**config.mk**
```make
export PLATFORM = sky130hd
export DESIGN_NAME = psd_node_decoder
export DESIGN_NICKNAME = d
export VERILOG_FILES = /design/src/rtl/psd_pkg.sv /design/src/rtl/psd_stats.sv /design/src/rtl/psd_select.sv /design/src/rtl/psd_xform.sv /design/src/rtl/psd_node_decoder.sv
export SDC_FILE = /design/constraint.sdc
export NUM_CORES = 1
export LEC_CHECK = 0
export ABC_CLOCK_PERIOD_IN_PS = 16500
export BUFFER_PORTS_ARGS = -buffer_cell sky130_fd_sc_hd__buf_4
export CAP_MARGIN = 40
export CELL_PAD_IN_SITES_DETAIL_PLACEMENT = 0
export CELL_PAD_IN_SITES_GLOBAL_PLACEMENT = 2
export CORE_ASPECT_RATIO = 1.2
export CORE_UTILIZATION = 37
export CTS_CLUSTER_DIAMETER = 30
export CTS_CLUSTER_SIZE = 24
export DETAILED_ROUTE_END_ITERATION = 8
export GPL_TIMING_DRIVEN = 0
export PLACE_DENSITY_LB_ADDON = 0.2
export SLEW_MARGIN = 25
export SYNTH_ARGS = -nofsm -noshare
export SYNTH_HDL_FRONTEND = slang
export SYNTH_SLANG_ARGS = --single-unit
```
**constraint.sdc**
```tcl
create_clock -name clk -period 16.5 [get_ports clk]
set_input_delay 0.825 -clock clk [delete_from_list [all_inputs] [get_ports clk]]
set_output_delay 0.825 -clock clk [all_outputs]
set_load 0.005 [all_outputs]
```
**src/rtl/psd_pkg.sv**
```systemverilog
package psd_pkg;
  localparam int unsigned LLR_W = 16;

  typedef enum logic [2:0] {
    NK_FROZEN = 3'd0,
    NK_INFO   = 3'd1,
    NK_REP    = 3'd2,
    NK_SPC    = 3'd3,
    NK_HARD   = 3'd4
  } node_kind_e;
endpackage

```
**src/rtl/psd_stats.sv**
```systemverilog
// Per-node statistics: sign decisions, widened sum sign, least-reliable index.
module psd_stats #(
  parameter int unsigned NV    = 16,
  parameter int unsigned LLR_W = 16
) (
  input  logic [NV*LLR_W-1:0]    llr,
  output logic [NV-1:0]          hard,
  output logic                   rep_bit,
  output logic [$clog2(NV)-1:0]  min_idx
);
  localparam int unsigned IW    = $clog2(NV);
  localparam int unsigned SW    = LLR_W + IW;
  localparam int unsigned NODES = 2 * NV - 1;

  logic signed [SW-1:0] acc;
  logic [LLR_W-1:0] t_mag [NODES];
  logic [IW-1:0]    t_idx [NODES];

  // sign decisions and magnitudes at the tree leaves
  for (genvar i = 0; i < NV; i++) begin : g_leaf
    logic [LLR_W-1:0] v;
    assign v = llr[i*LLR_W +: LLR_W];
    assign hard[i] = v[LLR_W-1];
    assign t_mag[NV-1+i] = v[LLR_W-1] ? (~v + 1'b1) : v;
    assign t_idx[NV-1+i] = IW'(i);
  end

  // comparison tree, left (lower index) wins a tie
  for (genvar k = 0; k < NV - 1; k++) begin : g_node
    logic take_left;
    assign take_left = t_mag[2*k+1] <= t_mag[2*k+2];
    assign t_mag[k]  = take_left ? t_mag[2*k+1] : t_mag[2*k+2];
    assign t_idx[k]  = take_left ? t_idx[2*k+1] : t_idx[2*k+2];
  end

  always_comb begin
    acc = '0;
    for (int i = 0; i < NV; i++) begin
      acc = acc + SW'(signed'(llr[i*LLR_W +: LLR_W]));
    end
  end

  assign rep_bit = acc[SW-1];
  assign min_idx = t_idx[0];
endmodule

```
**src/rtl/psd_select.sv**
```systemverilog
// Builds the node's corrected beta vector from the statistics and kind.
module psd_select
  import psd_pkg::*;
#(
  parameter int unsigned NV = 16
) (
  input  logic [2:0]            kind,
  input  logic [NV-1:0]         hard,
  input  logic                  rep_bit,
  input  logic [$clog2(NV)-1:0] min_idx,
  output logic [NV-1:0]         beta
);
  logic          odd;
  logic [NV-1:0] flip;

  assign odd = ^hard;

  always_comb begin
    flip = '0;
    flip[min_idx] = odd;
  end

  always_comb begin
    case (kind)
      NK_FROZEN: beta = '0;
      NK_REP:    beta = {NV{rep_bit}};
      NK_SPC:    beta = hard ^ flip;
      default:   beta = hard;
    endcase
  end
endmodule

```
**src/rtl/psd_xform.sv**
```systemverilog
// Polar transform x = u*G as log2(NV) XOR butterfly stages.
module psd_xform #(
  parameter int unsigned NV = 16
) (
  input  logic [NV-1:0] u,
  output logic [NV-1:0] x
);
  localparam int unsigned ST = $clog2(NV);

  logic [NV-1:0] lvl [ST+1];
  assign lvl[0] = u;

  for (genvar s = 0; s < ST; s++) begin : g_stage
    for (genvar i = 0; i < NV; i++) begin : g_bit
      if (((i >> s) & 1) == 0) begin : g_mix
        assign lvl[s+1][i] = lvl[s][i] ^ lvl[s][i + (1 << s)];
      end else begin : g_pass
        assign lvl[s+1][i] = lvl[s][i];
      end
    end
  end

  assign x = lvl[ST];
endmodule

```
**src/rtl/psd_node_decoder.sv**
```systemverilog
module psd_node_decoder
  import psd_pkg::*;
#(
  parameter int unsigned NV = 16
) (
  input  logic                 clk,
  input  logic                 rst_n,
  input  logic                 in_valid,
  output logic                 in_ready,
  input  logic [2:0]           in_kind,
  input  logic [NV*LLR_W-1:0]  in_llr,
  output logic                 out_valid,
  input  logic                 out_ready,
  output logic [NV-1:0]        out_beta,
  output logic [NV-1:0]        out_code
);
  localparam int unsigned IW = $clog2(NV);

  // stage 1: statistics
  logic [NV-1:0] st_hard;
  logic          st_rep;
  logic [IW-1:0] st_min;

  psd_stats #(.NV(NV), .LLR_W(LLR_W)) u_stats (
    .llr(in_llr), .hard(st_hard), .rep_bit(st_rep), .min_idx(st_min)
  );

  logic          s1_valid;
  logic [2:0]    s1_kind;
  logic [NV-1:0] s1_hard;
  logic          s1_rep;
  logic [IW-1:0] s1_min;
  logic          s2_ready;

  assign s2_ready = !out_valid || out_ready;
  assign in_ready = !s1_valid || s2_ready;

  always_ff @(posedge clk) begin
    if (!rst_n) begin
      s1_valid <= 1'b0;
      s1_kind  <= '0;
      s1_hard  <= '0;
      s1_rep   <= 1'b0;
      s1_min   <= '0;
    end else if (in_ready) begin
      s1_valid <= in_valid;
      if (in_valid) begin
        s1_kind <= in_kind;
        s1_hard <= st_hard;
        s1_rep  <= st_rep;
        s1_min  <= st_min;
      end
    end
  end

  // stage 2: correction and transform
  logic [NV-1:0] sel_beta;
  logic [NV-1:0] sel_code;
  logic [2:0]    q_kind;

  psd_select #(.NV(NV)) u_select (
    .kind(s1_kind), .hard(s1_hard), .rep_bit(s1_rep), .min_idx(s1_min),
    .beta(sel_beta)
  );

  psd_xform #(.NV(NV)) u_xform (
    .u(sel_beta), .x(sel_code)
  );

  always_ff @(posedge clk) begin
    if (!rst_n) begin
      out_valid <= 1'b0;
      out_beta  <= '0;
      out_code  <= '0;
      q_kind    <= '0;
    end else if (s2_ready) begin
      out_valid <= s1_valid;
      if (s1_valid) begin
        out_beta <= sel_beta;
        out_code <= sel_code;
        q_kind   <= s1_kind;
      end
    end
  end
endmodule

```
# Word-level counts from Yosys, hierarchy flattened
# Cells that the tools add are included.
[totals] output_inout_bits=34 wordCells=165 regBits=58
[op_classes] bitwise=50 reduce_logical=9 eq_ne=2 order_cmp=17 add_sub_neg=31 muxes=48
[ops] op="two-way mux 16 bit" n=30
[ops] op="adder 20 x 16 -> 20 bit" n=13
[ops] op="adder 16 x 1 -> 16 bit, second input constant" n=16
[ops] op="inverter 16 bit" n=16
[ops] op="<= comparator 16 bit" n=15
[ops] op="case mux 16 bit (3 select lines)" n=1
[ops] op="bitwise XOR 1 bit" n=32
[ops] op="adder 17 x 16 -> 18 bit" n=1
[ops] op="adder 16 x 16 -> 17 bit" n=1
[ops] op="bitwise AND 16 bit" n=1
[ops] op="XOR reduction 16 bit" n=1
[ops] op="bitwise XOR 16 bit" n=1
[ops] op="two-way mux 1 bit" n=9
[ops] op="two-way mux 2 bit" n=4
[ops] op="== test 3 x 2 -> 1 bit, second input constant" n=2
[ops] op="two-way mux 3 bit" n=2
[ops] op="< comparator 4 x 5 -> 1 bit, second input constant" n=1
[ops] op="demux 1 bit (select 4 bit)" n=1
[ops] op=">= comparator 4 x 1 -> 1 bit, second input constant" n=1
[ops] op="two-way mux 4 bit" n=1
[ops] op="AND reduction 2 bit" n=2
[ops] op="logical NOT 3 bit" n=1
[ops] op="logical NOT 1 bit" n=2
[ops] op="logical OR 1 bit" n=2
[ops] op="logical AND 1 bit" n=1

# Logic depth before layout (Yosys ltp)
# Gate-level depths: netlist of the first run.
[depth] ltp_word=15 depth_mapped=54 depth_no_buf=51

# By module
# Synthesis of the first run repeated with hierarchy kept, for this count alone.
[unflattened] cells_unflattened=2835 area_unflattened_um2=23331.1
[modules_own_cells] mod="psd_stats" instances=1 cells_per_inst=2452 seq_area_each_um2=0.0 area_each_um2=19937.9
[modules_own_cells] mod="psd_node_decoder" instances=1 cells_per_inst=260 seq_area_each_um2=1161.1 area_each_um2=2348.5
[modules_own_cells] mod="psd_select" instances=1 cells_per_inst=91 seq_area_each_um2=0.0 area_each_um2=715.7
[modules_own_cells] mod="psd_xform" instances=1 cells_per_inst=32 seq_area_each_um2=0.0 area_each_um2=329.1

# Least setup slack after synthesis of the first run
# OpenSTA, ideal clock, no wires.
[synth_timing] kind="in2reg" start="input in_llr[144]" end="register s1_min[1]" setup_time_ns=0.071 path_slack_ns=4.730 t_required_ns=16.429 n_path_buf=3 arrival_ns=11.699 cell_stages=49 cell_sequence="or3_1 > or4_1 > o41ai_1 > xor2_1 > ha_1 > a21o_1 > a21o_1 > a21o_1 > a21o_1 > a21oi_1 > o21ai_0 > or2_2 > o221ai_1 > buf_2 > mux2i_1 > ha_1 > nor2b_1 > o21a_1 > [... 13 more ...] > a21o_1 > a21oi_1 > o21ai_0 > or2_2 > o21ai_0 > mux2i_1 > ha_1 > nor2b_1 > o21a_1 > o21a_1 > o21a_1 > o21a_1 > o21a_1 > o21a_1 > o311a_1 > o221a_2 > a311o_1 > a21oi_1"
[synth_between] elab_chain_len=11 elab_cells_between_ends=13 cone_classes="add/sub: 1; order compare: 4; mux: 7; bitwise: 1"
[synth_lines] element="start, declared" line="psd_node_decoder.sv:11" text="input logic [NV*LLR_W-1:0] in_llr,"
[synth_lines] element="inverter 16 bit" line="psd_stats.sv:24" text="assign t_mag[NV-1+i] = v[LLR_W-1] ? (~v + 1'b1) : v;"
[synth_lines] element="adder 16 x 1 -> 16 bit" line="psd_stats.sv:24"
[synth_lines] element="two-way mux 16 bit (*)" line="psd_stats.sv:24"
[synth_lines] element="<= comparator 16 bit" line="psd_stats.sv:31" text="assign take_left = t_mag[2*k+1] <= t_mag[2*k+2];"
[synth_lines] element="two-way mux 16 bit (*)" line="psd_stats.sv:32" text="assign t_mag[k] = take_left ? t_mag[2*k+1] : t_mag[2*k+2];"
[synth_lines] element="<= comparator 16 bit" line="psd_stats.sv:31"
[synth_lines] element="two-way mux 16 bit" line="psd_stats.sv:32"
[synth_lines] element="<= comparator 16 bit" line="psd_stats.sv:31"
[synth_lines] element="two-way mux 16 bit" line="psd_stats.sv:32"
[synth_lines] element="<= comparator 16 bit" line="psd_stats.sv:31"
[synth_lines] element="two-way mux 4 bit (*)" line="psd_stats.sv:33" text="assign t_idx[k] = take_left ? t_idx[2*k+1] : t_idx[2*k+2];"
[synth_lines] element="end signal, assigned" line="psd_node_decoder.sv:51" text="s1_min <= st_min;"
[synth_lines] element="end, declared" line="psd_node_decoder.sv:32" text="logic [IW-1:0] s1_min;"
# Mark *: on every way between the ends. The rest lies on a longest branch, timed or not.
# A chain may end at the register's enable or synchronous reset.

# Worst setup path in the final report of the first run
[layout_timing] start="input in_llr[144]" end="register s1_min[0]"
[layout_between] elab_chain_len=11 elab_cells_between_ends=14 cone_classes="add/sub: 1; order compare: 4; mux: 8; bitwise: 1"
[layout_lines] element="inverter 16 bit" line="psd_stats.sv:24"
[layout_lines] element="adder 16 x 1 -> 16 bit" line="psd_stats.sv:24"
[layout_lines] element="two-way mux 16 bit (*)" line="psd_stats.sv:24"
[layout_lines] element="<= comparator 16 bit" line="psd_stats.sv:31"
[layout_lines] element="two-way mux 16 bit" line="psd_stats.sv:32"
[layout_lines] element="<= comparator 16 bit" line="psd_stats.sv:31"
[layout_lines] element="two-way mux 16 bit" line="psd_stats.sv:32"
[layout_lines] element="<= comparator 16 bit" line="psd_stats.sv:31"
[layout_lines] element="two-way mux 16 bit" line="psd_stats.sv:32"
[layout_lines] element="<= comparator 16 bit" line="psd_stats.sv:31"
[layout_lines] element="two-way mux 4 bit (*)" line="psd_stats.sv:33"
# Marked as above.

==> metrics.md, run 1 <==
| Metric | Value |
|---|---|
| Leading post-synthesis cells by cell area | sky130_fd_sc_hd__fa_1 (19%), sky130_fd_sc_hd__ha_1 (17%), sky130_fd_sc_hd__xor2_1 (7.0%) |
| Total inserted antenna cells | 0 |
| Cell at the slowest stage of the critical path | sky130_fd_sc_hd__o21ai_0 |
| Category of the most critical setup path | input port to register |
| Buffers from clock root to sink, at most | 2 |
| Result of the run | finished, final reports clean |
| Aggregate negative setup slack | 0 ns |
| Startpoint of the lowest-slack register-to-register path | s1_hard[7]$_SDFFE_PN0P_ |
| Commonest cells in the netlist | sky130_fd_sc_hd__ha_1 (293), sky130_fd_sc_hd__inv_1 (277), sky130_fd_sc_hd__fa_1 (214) |
| Maximum fanout count along the critical path | 10 |
| Drt via density | between 5 and 6 |
| Area of the die | about 60000 um2 |
| Synthesized Nets | 3346 |
| Kind of end point of the critical path | register |
| Number of cells on the worst hold path | 2 |
| Hold path endpoint | out_beta[14]$_SDFFE_PN0P_ |
| Fin. Hold Viols | 0 |
| Min Tclk post-route | ~14 ns |
| Cell repeated most along the worst path | sky130_fd_sc_hd__a21o_1 |
| Largest net degree at the start of global routing | 11 |
| Clock transition at the registers of the reported paths | 0.05 ns |
| Layout cells sized above 1 | 0.154 |
| Total power density per cell area | 163 nW/um2 |
| Area Growth Syn to Fin | 16.3% |
| Vias in the first global route | ~21k |
| Number of different library cells in the post-synthesis netlist | between 80 and 90 |
| Dpl hpwl | between 80000 and 90000 um |
| Most numerous cell in the Yosys netlist | sky130_fd_sc_hd__ha_1 |
| Clk Latency, worst-skew pair | around 0.33 ns |
| Worst slew pin tran | 0.889 ns |
| Routed length per placed instance | about 24 um |
| Clock tree from TritonCTS | done |
| Total of cells resized after clock tree synthesis | 0 |
| Crit share post-route | 0.819 |
| Hold-fix buffer count after cts | 0 |
| Clock Skew | 0.00552 ns |
| Buffers added on ports | ~300 |
| Share of async-settable or async-resettable flops after synthesis | 0 |
| Synth Area per Inst | ~8.6 um2 |
| Signal arrival time at the worst endpoint | around 14 ns |
| Total setup violations reported at the end of the flow | 0 |
| Overall die width | about 220 um |
| Wirelength, routed | between 80000 and 90000 um |
| Unrepaired setup endpoints after global routing | false |
| Area share of the largest cell type after synthesis | 0.194 |
| Number of storage elements in the synthesis netlist | 57 |
| Delay contributed by the slowest stage of the critical path | around 0.7 ns |
| Clock root cell | sky130_fd_sc_hd__clkbuf_16 |
| Clock buffers created by TritonCTS | 9 |
| Fmax | about 74 MHz |
| Vias post-DR | 20.3k |
| Synthesis Warnings | 0 |
| Synthesized netlist cell count | roughly 2.6k |
| Initial antenna violation count | 1 |
| Number of enable flip-flop cells after synthesis | 0 |
| Total number of clock tree sinks | 57 |
| Main flop type after synthesis | sky130_fd_sc_hd__dfxtp_1 |
| Starting utilization of the core area | 0.376 |
| Worst relative slew slack | 0.407 |
| Number of standard-cell rows in the floorplan | 97 |
| Critical Path Start Type | input port |
| Height of the die | approximately 270 um |
| Remaining number of nets flagged by the antenna check after routing | 0 |
| Sequential fraction of the synthesis area | 0.0517 |
| Hold path start | out_beta[14]$_SDFFE_PN0P_ |
| Leftover overflow at the end of global routing | 0 |
| Max Slew Vio Count | 0 |
| Placer Congestion | 0.968 |
| FF-to-FF path depth | 12 |
| Min-Delay Path Class | register to register |
| Synth Cell Area | 22100 um2 |
| Deepest level of the CTS H-tree | 3 |
| Buffer count from post-CTS setup fixing | 0 |
| Peak supply drop | about 240 uV |
| TritonRoute pass-1 iters | 5 |
| Library cell occupying the most area in the post-synthesis netlist | sky130_fd_sc_hd__fa_1 |
| Number of DRC markers in iteration 0 | 1293 |
| Global-route wire length before repair | 132000 um |
| Required time of the critical path | between 15 and 20 ns |
| Global Route Usage Sum | 0.292 |
| Capturing point of the worst reg2reg path | out_code[0]$_SDFFE_PN0P_ |
| Post-layout nets | 3663 |
| Maximum capacitance violations | 0 |
| Reg2Reg Setup Slack | ~13 ns |
| Leakage power of the design | roughly 12 nW |
| Io pins | a little under 300 |
| Placeable core area | a little under 60000 um2 |
| Utilization of the core after routing | 0.438 |
| DRC errors left | 0 |
state kept, by name, indices dropped and copies added (netlist names):
| register | flops |
|---|---|
| out_valid | 1 |
| s1_hard | 16 |
| s1_rep | 1 |
| s1_kind | 3 |
| s1_min | 4 |
| out_beta | 16 |
| out_code | 15 |
| s1_valid | 1 |
cells by family (layout without fill, tap and decap cells):
kind of cell	Yosys count	after routing	synth area share
AO/OA/AOI/OAI	616	616	0.195
XOR/XNOR	280	280	0.114
adder cells (fa/ha/maj)	509	509	0.361
buffers and inverters	345	667	0.0602
flip-flops	57	57	0.0517
multiplexers	158	158	0.0758
AND/OR/NAND/NOR	611	611	0.141
critical path, delay by kind of cell:
kind / cells / cell delay [ns]
AOI/OAI and AO/OA: 33 / 7.14
buffers and inverters: 7 / 2.20
and+or+nand+nor: 6 / 1.71
adders and majority gates: 4 / 1.15
muxes: 1 / 0.39
xor gates and xnor gates: 1 / 0.28
how the worst max path moves through the flow:
stage	startpoint	slack (ns)	to
6_report	in_llr[144]	2.98	s1_min[0]$_SDFFE_PN0P_
5_1_grt	in_llr[144]	2.34	s1_min[0]$_SDFFE_PN0P_
4_1_cts	in_llr[144]	2.98	s1_min[0]$_SDFFE_PN0P_
3_5_place_dp	in_llr[144]	2.66	s1_min[0]$_SDFFE_PN0P_
3_3_place_gp	in_llr[144]	2.21	s1_min[0]$_SDFFE_PN0P_
2_1_floorplan	in_llr[144]	4.73	s1_min[1]$_SDFFE_PN0P_
cell type report:
cell class                      instances  area, um2
Inverter                              278       1040
Buffer                                 67        285
Clock buffer                           13        250
Fill cell                            6002      33000
Timing Repair Buffer                  306       2300
Sequential cell                        57       1140
Tap cell                              792        991
Multi-Input combinational cell       2174      19600
Clock inverter                          3       40.0
metal layers:
metal / global-route usage / up-vias / wire [um]
met5: 0 / - / 11
met3: 0.0193 / 95 / 3550
met2: 0.524 / 511 / 45100
li1: - / 9760 / -
met1: 0.369 / 9965 / 37100
met4: 0.0893 / 2 / 2980
power by group:
group          internal, mW  switching, mW  leakage (nW)  total, mW
Combinational          1.66           2.17          11.4       3.83
Sequential            0.152         0.0127         0.469      0.164
Clock                 0.120         0.0614         0.144      0.182
cell usage in the layout, fill, tap and decap left out, types with 7 or more instances in the layout:
master                      synthesis  routed
sky130_fd_sc_hd__ha_1             293     293
sky130_fd_sc_hd__dfxtp_1           57      57
sky130_fd_sc_hd__a31oi_1           23      22
sky130_fd_sc_hd__xor2_1           177     177
sky130_fd_sc_hd__or4b_2             9       9
sky130_fd_sc_hd__or4_1             19      19
sky130_fd_sc_hd__fa_1             214     214
sky130_fd_sc_hd__o31ai_1           62      61
sky130_fd_sc_hd__nand2_1          167     167
sky130_fd_sc_hd__a21oi_1          109     109
sky130_fd_sc_hd__buf_4              1     300
sky130_fd_sc_hd__or2_2             16      16
sky130_fd_sc_hd__nor2_1           135     135
sky130_fd_sc_hd__or3_1             54      54
sky130_fd_sc_hd__o21a_1            97      97
sky130_fd_sc_hd__clkbuf_16          0       9
sky130_fd_sc_hd__mux2_2            49      49
sky130_fd_sc_hd__nor4_1             7       7
sky130_fd_sc_hd__o41ai_1           21      21
sky130_fd_sc_hd__nand4_1           48      48
sky130_fd_sc_hd__a211o_1           18      18
sky130_fd_sc_hd__and2_1             9       9
sky130_fd_sc_hd__nor3_1            34      34
sky130_fd_sc_hd__clkbuf_1          55      58
sky130_fd_sc_hd__inv_1            277     277
sky130_fd_sc_hd__nand2b_1          29      29
sky130_fd_sc_hd__xnor2_1           95      95
sky130_fd_sc_hd__nor2b_1           41      41
sky130_fd_sc_hd__o311ai_0          19      19
sky130_fd_sc_hd__o211ai_1          11      11
sky130_fd_sc_hd__a211oi_1          24      24
sky130_fd_sc_hd__mux2i_1          101     101
sky130_fd_sc_hd__nand3_1           18      18
sky130_fd_sc_hd__o21ai_0           97      96
sky130_fd_sc_hd__a21o_1            81      81
stage by stage:
step	worst slack (ns)	hold slack [ns]	total power [mW]	cells	cell area, um2
2_1_floorplan	4.73	0.453	2.77	2576	22100
3_3_place_gp	2.21	0.463	3.88	3664	25300
3_5_place_dp	2.66	0.465	3.99	3671	25400
4_1_cts	2.98	0.471	4.20	3687	25600
5_1_grt	2.34	0.510	4.61	3690	25700
6_report	2.98	0.472	4.17	3690	25700
Note: power is estimated with default switching activity, not from simulation.
==> run 2: changes to the inputs <==
Settings changed: ABC_AREA set to 1, ABC_CLOCK_PERIOD_IN_PS 16500 to 10900, CORE_UTILIZATION 37 to 31.
Clock period 16.5 ns to 10.9 ns, I/O delays scaled along.
==> metrics.md, run 2 <==
| Metric | Value |
|---|---|
| Sequential fraction of the synthesis area | 0.0496 |
| Clk Latency, worst-skew pair | ~0.33 ns |
| Maximum capacitance violations | 0 |
| Compound-cell area share of the yosys netlist | 0.154 |
| Worst slack at placement | -0.367 ns |
| Wirelength, routed | about 96000 um |
| Placer Congestion | approximately 0.94 |
| Vias in the first global route | 23.2k |
| Synthesized netlist cell count | approximately 3.4k |
| Signal arrival time at the worst endpoint | approximately 10 ns |
| Delay contributed by the slowest stage of the critical path | around 0.60 ns |
| Reg2Reg Setup Slack | 8.00 ns |
| Total power density per cell area | roughly 270 nW/um2 |
| Startpoint of the lowest-slack register-to-register path | s1_hard[8]$_SDFFE_PN0P_ |
| Required time of the critical path | 11.12 ns |
| FF-to-FF path depth | 22 |
| Post-route non-filler standard cell count | 4690 |
| Vias post-DR | roughly 23k |
| Number of standard-cell rows in the floorplan | 109 |
| Overall die width | 251 um |
| Cell at the slowest stage of the critical path | sky130_fd_sc_hd__clkbuf_1 |
| Fmax | 98.4 MHz |
| Result of the run | finished, final reports clean |
| Power after layout | around 7.1 mW |
| Post-layout nets | about 4.5k |
| Total number of clock tree sinks | 57 |
| Global-route wire length before repair | 143000 um |
| XOR/XNOR share of the synthesized area | 0.0885 |
| Clock transition at the registers of the reported paths | approximately 0.060 ns |
| Hold-fix buffer count after cts | 0 |
| Top Registers | out_beta x16, s1_hard x16, out_code x15 |
| Hold path endpoint | out_beta[7]$_SDFFE_PN0P_ |
| Mux cell area share after synthesis | 0 |
| Final critical-path setup slack | between 0.7 and 0.8 ns |
| Most frequent standard cell in the layout excluding fill and tap cells | sky130_fd_sc_hd__nand2_1 |
| TritonRoute pass-1 iters | 6 |
| Remaining number of nets flagged by the antenna check after routing | 0 |
| Number of storage elements in the synthesis netlist | 57 |
| Clock tree from TritonCTS | done |
| Maximum fanout count along the critical path | 10 |
| Unrepaired setup endpoints after global routing | false |
| Number of different library cells in the post-synthesis netlist | 64 |
| Layout cells sized above 1 | 0.126 |
| Leading cell types in the layout, fill and taps excluded | sky130_fd_sc_hd__nand2_1 (805), sky130_fd_sc_hd__inv_1 (526), sky130_fd_sc_hd__buf_4 (300) |
| Leading post-synthesis cells by cell area | sky130_fd_sc_hd__fa_1 (19%), sky130_fd_sc_hd__ha_1 (16%), sky130_fd_sc_hd__nand2_1 (13%) |
| Commonest cells in the netlist | sky130_fd_sc_hd__nand2_1 (806), sky130_fd_sc_hd__inv_1 (526), sky130_fd_sc_hd__ha_1 (293) |
| Routed length per placed instance | 20.4 um |
| Min Tclk post-route | between 10 and 15 ns |
| Total setup violations reported at the end of the flow | 0 |
| Simple-gate share of the synthesized area | 0.255 |
| Max Slew Vio Count | 0 |
| Multi-input logic area | approximately 20000 um2 |
| Leftover overflow at the end of global routing | 0 |
| Area of the die | around 75000 um2 |
| Peak supply drop | between 200 and 300 uV |
| Aggregate negative setup slack | 0 ns |
| Share of async-settable or async-resettable flops after synthesis | 0 |
| Fill count | about 8.2k |
| Crit share post-route | 0.933 |
| Buffers added on ports | between 200 and 300 |
| Fin. Hold Viols | 0 |
| Capturing point of the worst reg2reg path | out_code[2]$_SDFFE_PN0P_ |
| Placeable core area | between 70000 and 80000 um2 |
| Kind of end point of the critical path | register |
| Height of the die | between 300 and 400 um |
| Worst hold slack after final layout | roughly 0.47 ns |
| Dpl hpwl | 87600 um |
| Synth Area per Inst | approximately 6.7 um2 |
| Min-Delay Path Class | register to register |
| Leakage power of the design | 13.7 nW |
| Largest net degree at the start of global routing | 13 |
| Clock Skew | ~0.01 ns |
| Hold path start | out_beta[7]$_SDFFE_PN0P_ |
| Main flop type after synthesis | sky130_fd_sc_hd__dfxtp_1 |
| Synth Cell Area | roughly 23000 um2 |
| Synthesized Nets | 4200 |
| Clock root cell | sky130_fd_sc_hd__clkbuf_16 |
| Area share of the largest cell type after synthesis | 0.186 |
| Placed cells | about 4.7k |
| Starting utilization of the core area | 0.313 |
| Synthesis Warnings | 0 |
| Critical Path Start Type | input port |
| Io pins | between 200 and 300 |
| Most numerous cell in the Yosys netlist | sky130_fd_sc_hd__nand2_1 |
| Buffers from clock root to sink, at most | 2 |
| Adder-cell area share of the yosys netlist | 0.345 |
| Number of DRC markers in iteration 0 | 1367 |
| Flip-flop and latch area | 1140 um2 |
| Worst relative slew slack | 0.418 |
| Area Growth Syn to Fin | 16.8% |
| Deepest level of the CTS H-tree | 3 |
| DRC errors left | 0 |
| Main combinational cell family by area after synthesis | adder cells |
| Category of the most critical setup path | input port to register |
| Worst slew pin tran | just under 0.9 ns |
| Library cell occupying the most area in the post-synthesis netlist | sky130_fd_sc_hd__fa_1 |
| Number of cells on the worst hold path | 2 |
| Number of enable flip-flop cells after synthesis | 0 |
| Global Route Usage Sum | 0.252 |
| Initial antenna violation count | 3 |
| Drt via density | approximately 5 |
| Total inserted antenna cells | 0 |
| Clock buffers created by TritonCTS | 9 |
| Cell repeated most along the worst path | sky130_fd_sc_hd__nand2_1 |
[run 2: logic make-up after synthesis]
| logic type | Yosys count |
|---|---|
| simple gates | 1385 |
| fa+ha+maj | 507 |
| buf+inv | 639 |
| compound gates | 611 |
| flops | 57 |
| xor+xnor | 231 |
[run 2: how the worst max path moves through the flow]
| stage | end | slack [ns] | cells after the start | startpoint |
|---|---|---|---|---|
| 4_1_cts | s1_min[0]$_SDFFE_PN0P_ | 0.08 | 53 | in_llr[192] |
| 2_1_floorplan | s1_min[0]$_SDFFE_PN0P_ | 2.76 | 57 | in_llr[162] |
| 5_1_grt | s1_min[0]$_SDFFE_PN0P_ | 0.01 | 59 | in_llr[162] |
| 3_5_place_dp | s1_min[0]$_SDFFE_PN0P_ | -0.37 | 56 | in_llr[162] |
| 3_3_place_gp | s1_min[0]$_SDFFE_PN0P_ | -0.51 | 50 | in_llr[145] |
| 6_report | s1_min[0]$_SDFFE_PN0P_ | 0.73 | 52 | in_llr[159] |
[run 2: routing by layer]
metal | global-route usage | part of all wire
met5 | 0 | 0.000084
met1 | 0.306 | 0.42
met3 | 0.0158 | 0.032
met2 | 0.476 | 0.52
met4 | 0.0710 | 0.031
[run 2: worst max-delay path, delay by kind of cell]
family,cells,cell delay [ns]
buffers and inverters,12,2.95
XOR/XNOR,1,0.18
AND/OR/NAND/NOR,15,1.69
adder cells (fa/ha/maj),4,1.13
AO/OA/AOI/OAI,20,3.86
[run 2: per-stage QoR]
| step | utilization | instance area, um2 |
|---|---|---|
| 5_1_grt | 0.365 | 26900 |
| 3_5_place_dp | 0.359 | 26500 |
| 4_1_cts | 0.364 | 26800 |
| 2_1_floorplan | - | 23000 |
| 6_report | 0.365 | 26900 |
| 3_3_place_gp | 0.359 | 26400 |
[run 2: where the power goes]
| group | internal [mW] | switching (mW) | leakage, nW | total [mW] |
|---|---|---|---|---|
| logic | 2.43 | 4.13 | 13.0 | 6.56 |
| registers | 0.233 | 0.0201 | 0.471 | 0.253 |
| clock network | 0.202 | 0.114 | 0.154 | 0.317 |
| total | 2.86 | 4.27 | 13.7 | 7.13 |
[run 2: layout make-up]
cell class | instances | area share
Multi-Input combinational cell | 2734 | 0.725
Timing Repair Buffer | 301 | 0.0841
Inverter | 556 | 0.0778
Tap cell | 943 | 0.0439
Sequential cell | 57 | 0.0424
Buffer | 83 | 0.0146
Clock buffer | 9 | 0.00837
Clock inverter | 7 | 0.00386
[run 2: what timing repair did]
item                       CTS  global route
setup endpoints to repair    1             4
gates resized for setup      1            61
setup buffers                0             2
==> run 3: changes to the inputs <==
Settings changed: CTS_CLUSTER_DIAMETER 30 to 50, SYNTH_HIERARCHICAL set to 1.
==> metrics.md, run 3 <==
| Metric | Value |
|---|---|
| Total power density per cell area | ~260 nW/um2 |
| Synthesis Warnings | 6 |
| TritonRoute pass-1 iters | 5 |
| Buffers from clock root to sink, at most | 2 |
| Overall die width | 256 um |
| CP top delay family | compound AO/OA/AOI/OAI gates |
| Buffers & Inverters on Critical Path | 11 |
| Min-Delay Path Class | register to register |
| Synth Cell Area | about 24000 um2 |
| Kind of end point of the critical path | register |
| Number of different library cells in the post-synthesis netlist | 64 |
| Leakage power of the design | about 15 nW |
| Remaining number of nets flagged by the antenna check after routing | 0 |
| Result of the run | finished, final reports clean |
| Vias in the first global route | 24.9k |
| Starting utilization of the core area | 0.314 |
| Most frequent standard cell in the layout excluding fill and tap cells | sky130_fd_sc_hd__nand2_1 |
| Io pins | a little under 300 |
| Buffers added on ports | ~290 |
| Synthesized netlist cell count | 3631 |
| Number of DRC markers in iteration 0 | ~1.3k |
| Fill count | ~8.4k |
| Area Growth Syn to Fin | 16.0% |
| Clock tree from TritonCTS | done |
| Cell repeated most along the worst path | sky130_fd_sc_hd__nand2_1 |
| Area of the die | ~79000 um2 |
| Routed length per placed instance | between 20 and 25 um |
| Met1 track demand over resource | 0.328 |
| DRC errors left | 0 |
| Total setup violations reported at the end of the flow | 0 |
| Max Slew Vio Count | 0 |
| Final instance area | 27800 um2 |
| Signal arrival time at the worst endpoint | between 10 and 15 ns |
| Synthesized Nets | 4400 |
| Total number of clock tree sinks | 58 |
| Clock buffers created by TritonCTS | 9 |
| Required time of the critical path | 11.12 ns |
| Min Tclk post-route | 10.23 ns |
| Drt via density | between 4 and 5 |
| Layout cells sized above 1 | 0.136 |
| Area share of the largest cell type after synthesis | 0.193 |
| Share of async-settable or async-resettable flops after synthesis | 0 |
| Cell at the slowest stage of the critical path | sky130_fd_sc_hd__o21ai_0 |
| Worst hold slack after final layout | between 0.4 and 0.5 ns |
| Delay contributed by the slowest stage of the critical path | between 0.6 and 0.7 ns |
| Initial antenna violation count | 3 |
| Vias post-DR | about 24k |
| Leftover overflow at the end of global routing | 0 |
| Clk Latency, worst-skew pair | between 0.3 and 0.4 ns |
| Maximum capacitance violations | 0 |
| Placeable core area | 76500 um2 |
| Post-layout nets | between 4k and 5k |
| Met3 track demand over resource | 0.0157 |
| Fin. Hold Viols | 0 |
| Most numerous cell in the Yosys netlist | sky130_fd_sc_hd__nand2_1 |
| Dpl hpwl | 94600 um |
| Sequential fraction of the synthesis area | 0.0484 |
| Height of the die | around 310 um |
| Library cell occupying the most area in the post-synthesis netlist | sky130_fd_sc_hd__fa_1 |
| Clock Skew | roughly 0.0079 ns |
| Global-route wire length before repair | ~150000 um |
| Top Registers | out_beta x16, out_code x16, s1_hard x16 |
| Placer Congestion | 0.902 |
| Number of storage elements in the synthesis netlist | a little under 60 |
| Leading cell types in the layout, fill and taps excluded | sky130_fd_sc_hd__nand2_1 (810), sky130_fd_sc_hd__inv_1 (627), sky130_fd_sc_hd__buf_4 (315) |
| Global Route Usage Sum | 0.263 |
| Clock transition at the registers of the reported paths | 0.05 ns |
| Critical Path Start Type | input port |
| Peak supply drop | slightly above 200 uV |
| Number of enable flip-flop cells after synthesis | 0 |
| Wirelength, routed | about 100000 um |
| Main flop type after synthesis | sky130_fd_sc_hd__dfxtp_1 |
| Worst slew pin tran | approximately 0.75 ns |
| Unrepaired setup endpoints after global routing | false |
| Leading post-synthesis cells by cell area | sky130_fd_sc_hd__fa_1 (19%), sky130_fd_sc_hd__ha_1 (14%), sky130_fd_sc_hd__nand2_1 (13%) |
| Synth Area per Inst | between 6 and 7 um2 |
| Crit share post-route | 0.938 |
| Deepest level of the CTS H-tree | 3 |
| Area after DPL | 27500 um2 |
| Clock root cell | sky130_fd_sc_hd__clkbuf_16 |
| Layer with the highest usage after global routing | met2 |
| Commonest cells in the netlist | sky130_fd_sc_hd__nand2_1 (810), sky130_fd_sc_hd__inv_1 (627), sky130_fd_sc_hd__nor2_1 (285) |
| Worst relative slew slack | 0.495 |
| Global Route met2 Usage | 0.485 |
| Hold-fix buffer count after cts | 0 |
| Maximum fanout count along the critical path | 10 |
| Buffer count from post-CTS setup fixing | 0 |
| Category of the most critical setup path | input port to register |
| Fmax | approximately 98 MHz |
| Number of standard-cell rows in the floorplan | approximately 110 |
| Largest net degree at the start of global routing | 11 |
## run 3: logic make-up after synthesis
logic type,Yosys count,synth area share
DFF,58,0.0484
buffers and inverters,752,0.126
xor gates and xnor gates,224,0.0827
adders and majority gates,506,0.336
and+or+nand+nor,1649,0.305
AOI/OAI and AO/OA,442,0.102
## run 3: final cells by class
cell class                 instances  area, um2  area share
antenna                            2       5.00    0.000180
buffer                           106        616      0.0221
clock buffer                      11        253     0.00908
clock inverter                     3       40.0     0.00144
inverter                         646       2420      0.0871
multi-input combinational       2821      19900       0.713
sequential                        58       1160      0.0417
tap                             1017       1270      0.0457
timing repair buffer             295       2210      0.0795
## run 3: metrics by stage
step / util / power [mW] / setup WS [ns] / instances / TNS (ns)
2_1_floorplan: - / 4.85 / 3.14 / 3631 / 0
3_3_place_gp: 0.359 / 6.98 / -0.889 / 4942 / -1.86
3_5_place_dp: 0.359 / 7.03 / -0.522 / 4943 / -0.709
4_1_cts: 0.363 / 7.34 / 0.0632 / 4957 / 0
5_1_grt: 0.364 / 8.31 / 0.00696 / 4959 / 0
6_report: 0.364 / 7.30 / 0.671 / 4959 / 0
## run 3: where the power goes
part | switching (mW) | internal (mW)
clock network | 0.0954 | 0.186
logic | 4.18 | 2.58
registers | 0.0213 | 0.237
total | 4.30 | 3.00
## run 3: final timing paths
check	start	endpoint	slack, ns	depth (start not counted)
max	in_llr[49]	s1_min[0]$_SDFFE_PN0P_	0.67	53
min	out_code[10]$_SDFFE_PN0P_	out_code[10]$_SDFFE_PN0P_	0.48	2
max reg2reg	s1_hard[5]$_SDFFE_PN0P_	out_code[0]$_SDFFE_PN0P_	7.78	25
min reg2reg	out_code[10]$_SDFFE_PN0P_	out_code[10]$_SDFFE_PN0P_	0.48	2
## run 3: repair_timing
action / CTS / global route
gates resized for setup: 1 / 40
hold endpoints to repair: 0 / 0
endpoints found under the setup margin: 1 / 4
## run 3: routing by layer
layer / routed length, um / vias up
met2: 52000 / 500
met1: 44500 / 11306
li1: - / 12113
met5: 13 / -
met3: 2950 / 100
met4: 3290 / 2
## run 3: worst reg2reg max path, stage by stage (launching register included)
cell and delay [ns]:
sky130_fd_sc_hd__dfxtp_1 0.48, sky130_fd_sc_hd__inv_1 0.12, sky130_fd_sc_hd__nand2_1 0.10, sky130_fd_sc_hd__nand2_2 0.07, sky130_fd_sc_hd__nand2_1 0.06, sky130_fd_sc_hd__nand2_1 0.06, sky130_fd_sc_hd__inv_1 0.05, sky130_fd_sc_hd__nand2_1 0.05
sky130_fd_sc_hd__nand2_2 0.09, sky130_fd_sc_hd__nand2_2 0.13, sky130_fd_sc_hd__buf_6 0.18, sky130_fd_sc_hd__nand3_1 0.08, sky130_fd_sc_hd__nand2_1 0.05, sky130_fd_sc_hd__nand3_1 0.08, sky130_fd_sc_hd__nand3_1 0.23, sky130_fd_sc_hd__buf_6 0.25
sky130_fd_sc_hd__xnor2_2 0.28, sky130_fd_sc_hd__nand2_1 0.09, sky130_fd_sc_hd__nand2_1 0.14, sky130_fd_sc_hd__nand2_1 0.08, sky130_fd_sc_hd__nand2_2 0.06, sky130_fd_sc_hd__nand2_1 0.05, sky130_fd_sc_hd__nand2_1 0.05, sky130_fd_sc_hd__nand3b_1 0.10
sky130_fd_sc_hd__nand2_1 0.06, sky130_fd_sc_hd__nor2_1 0.09
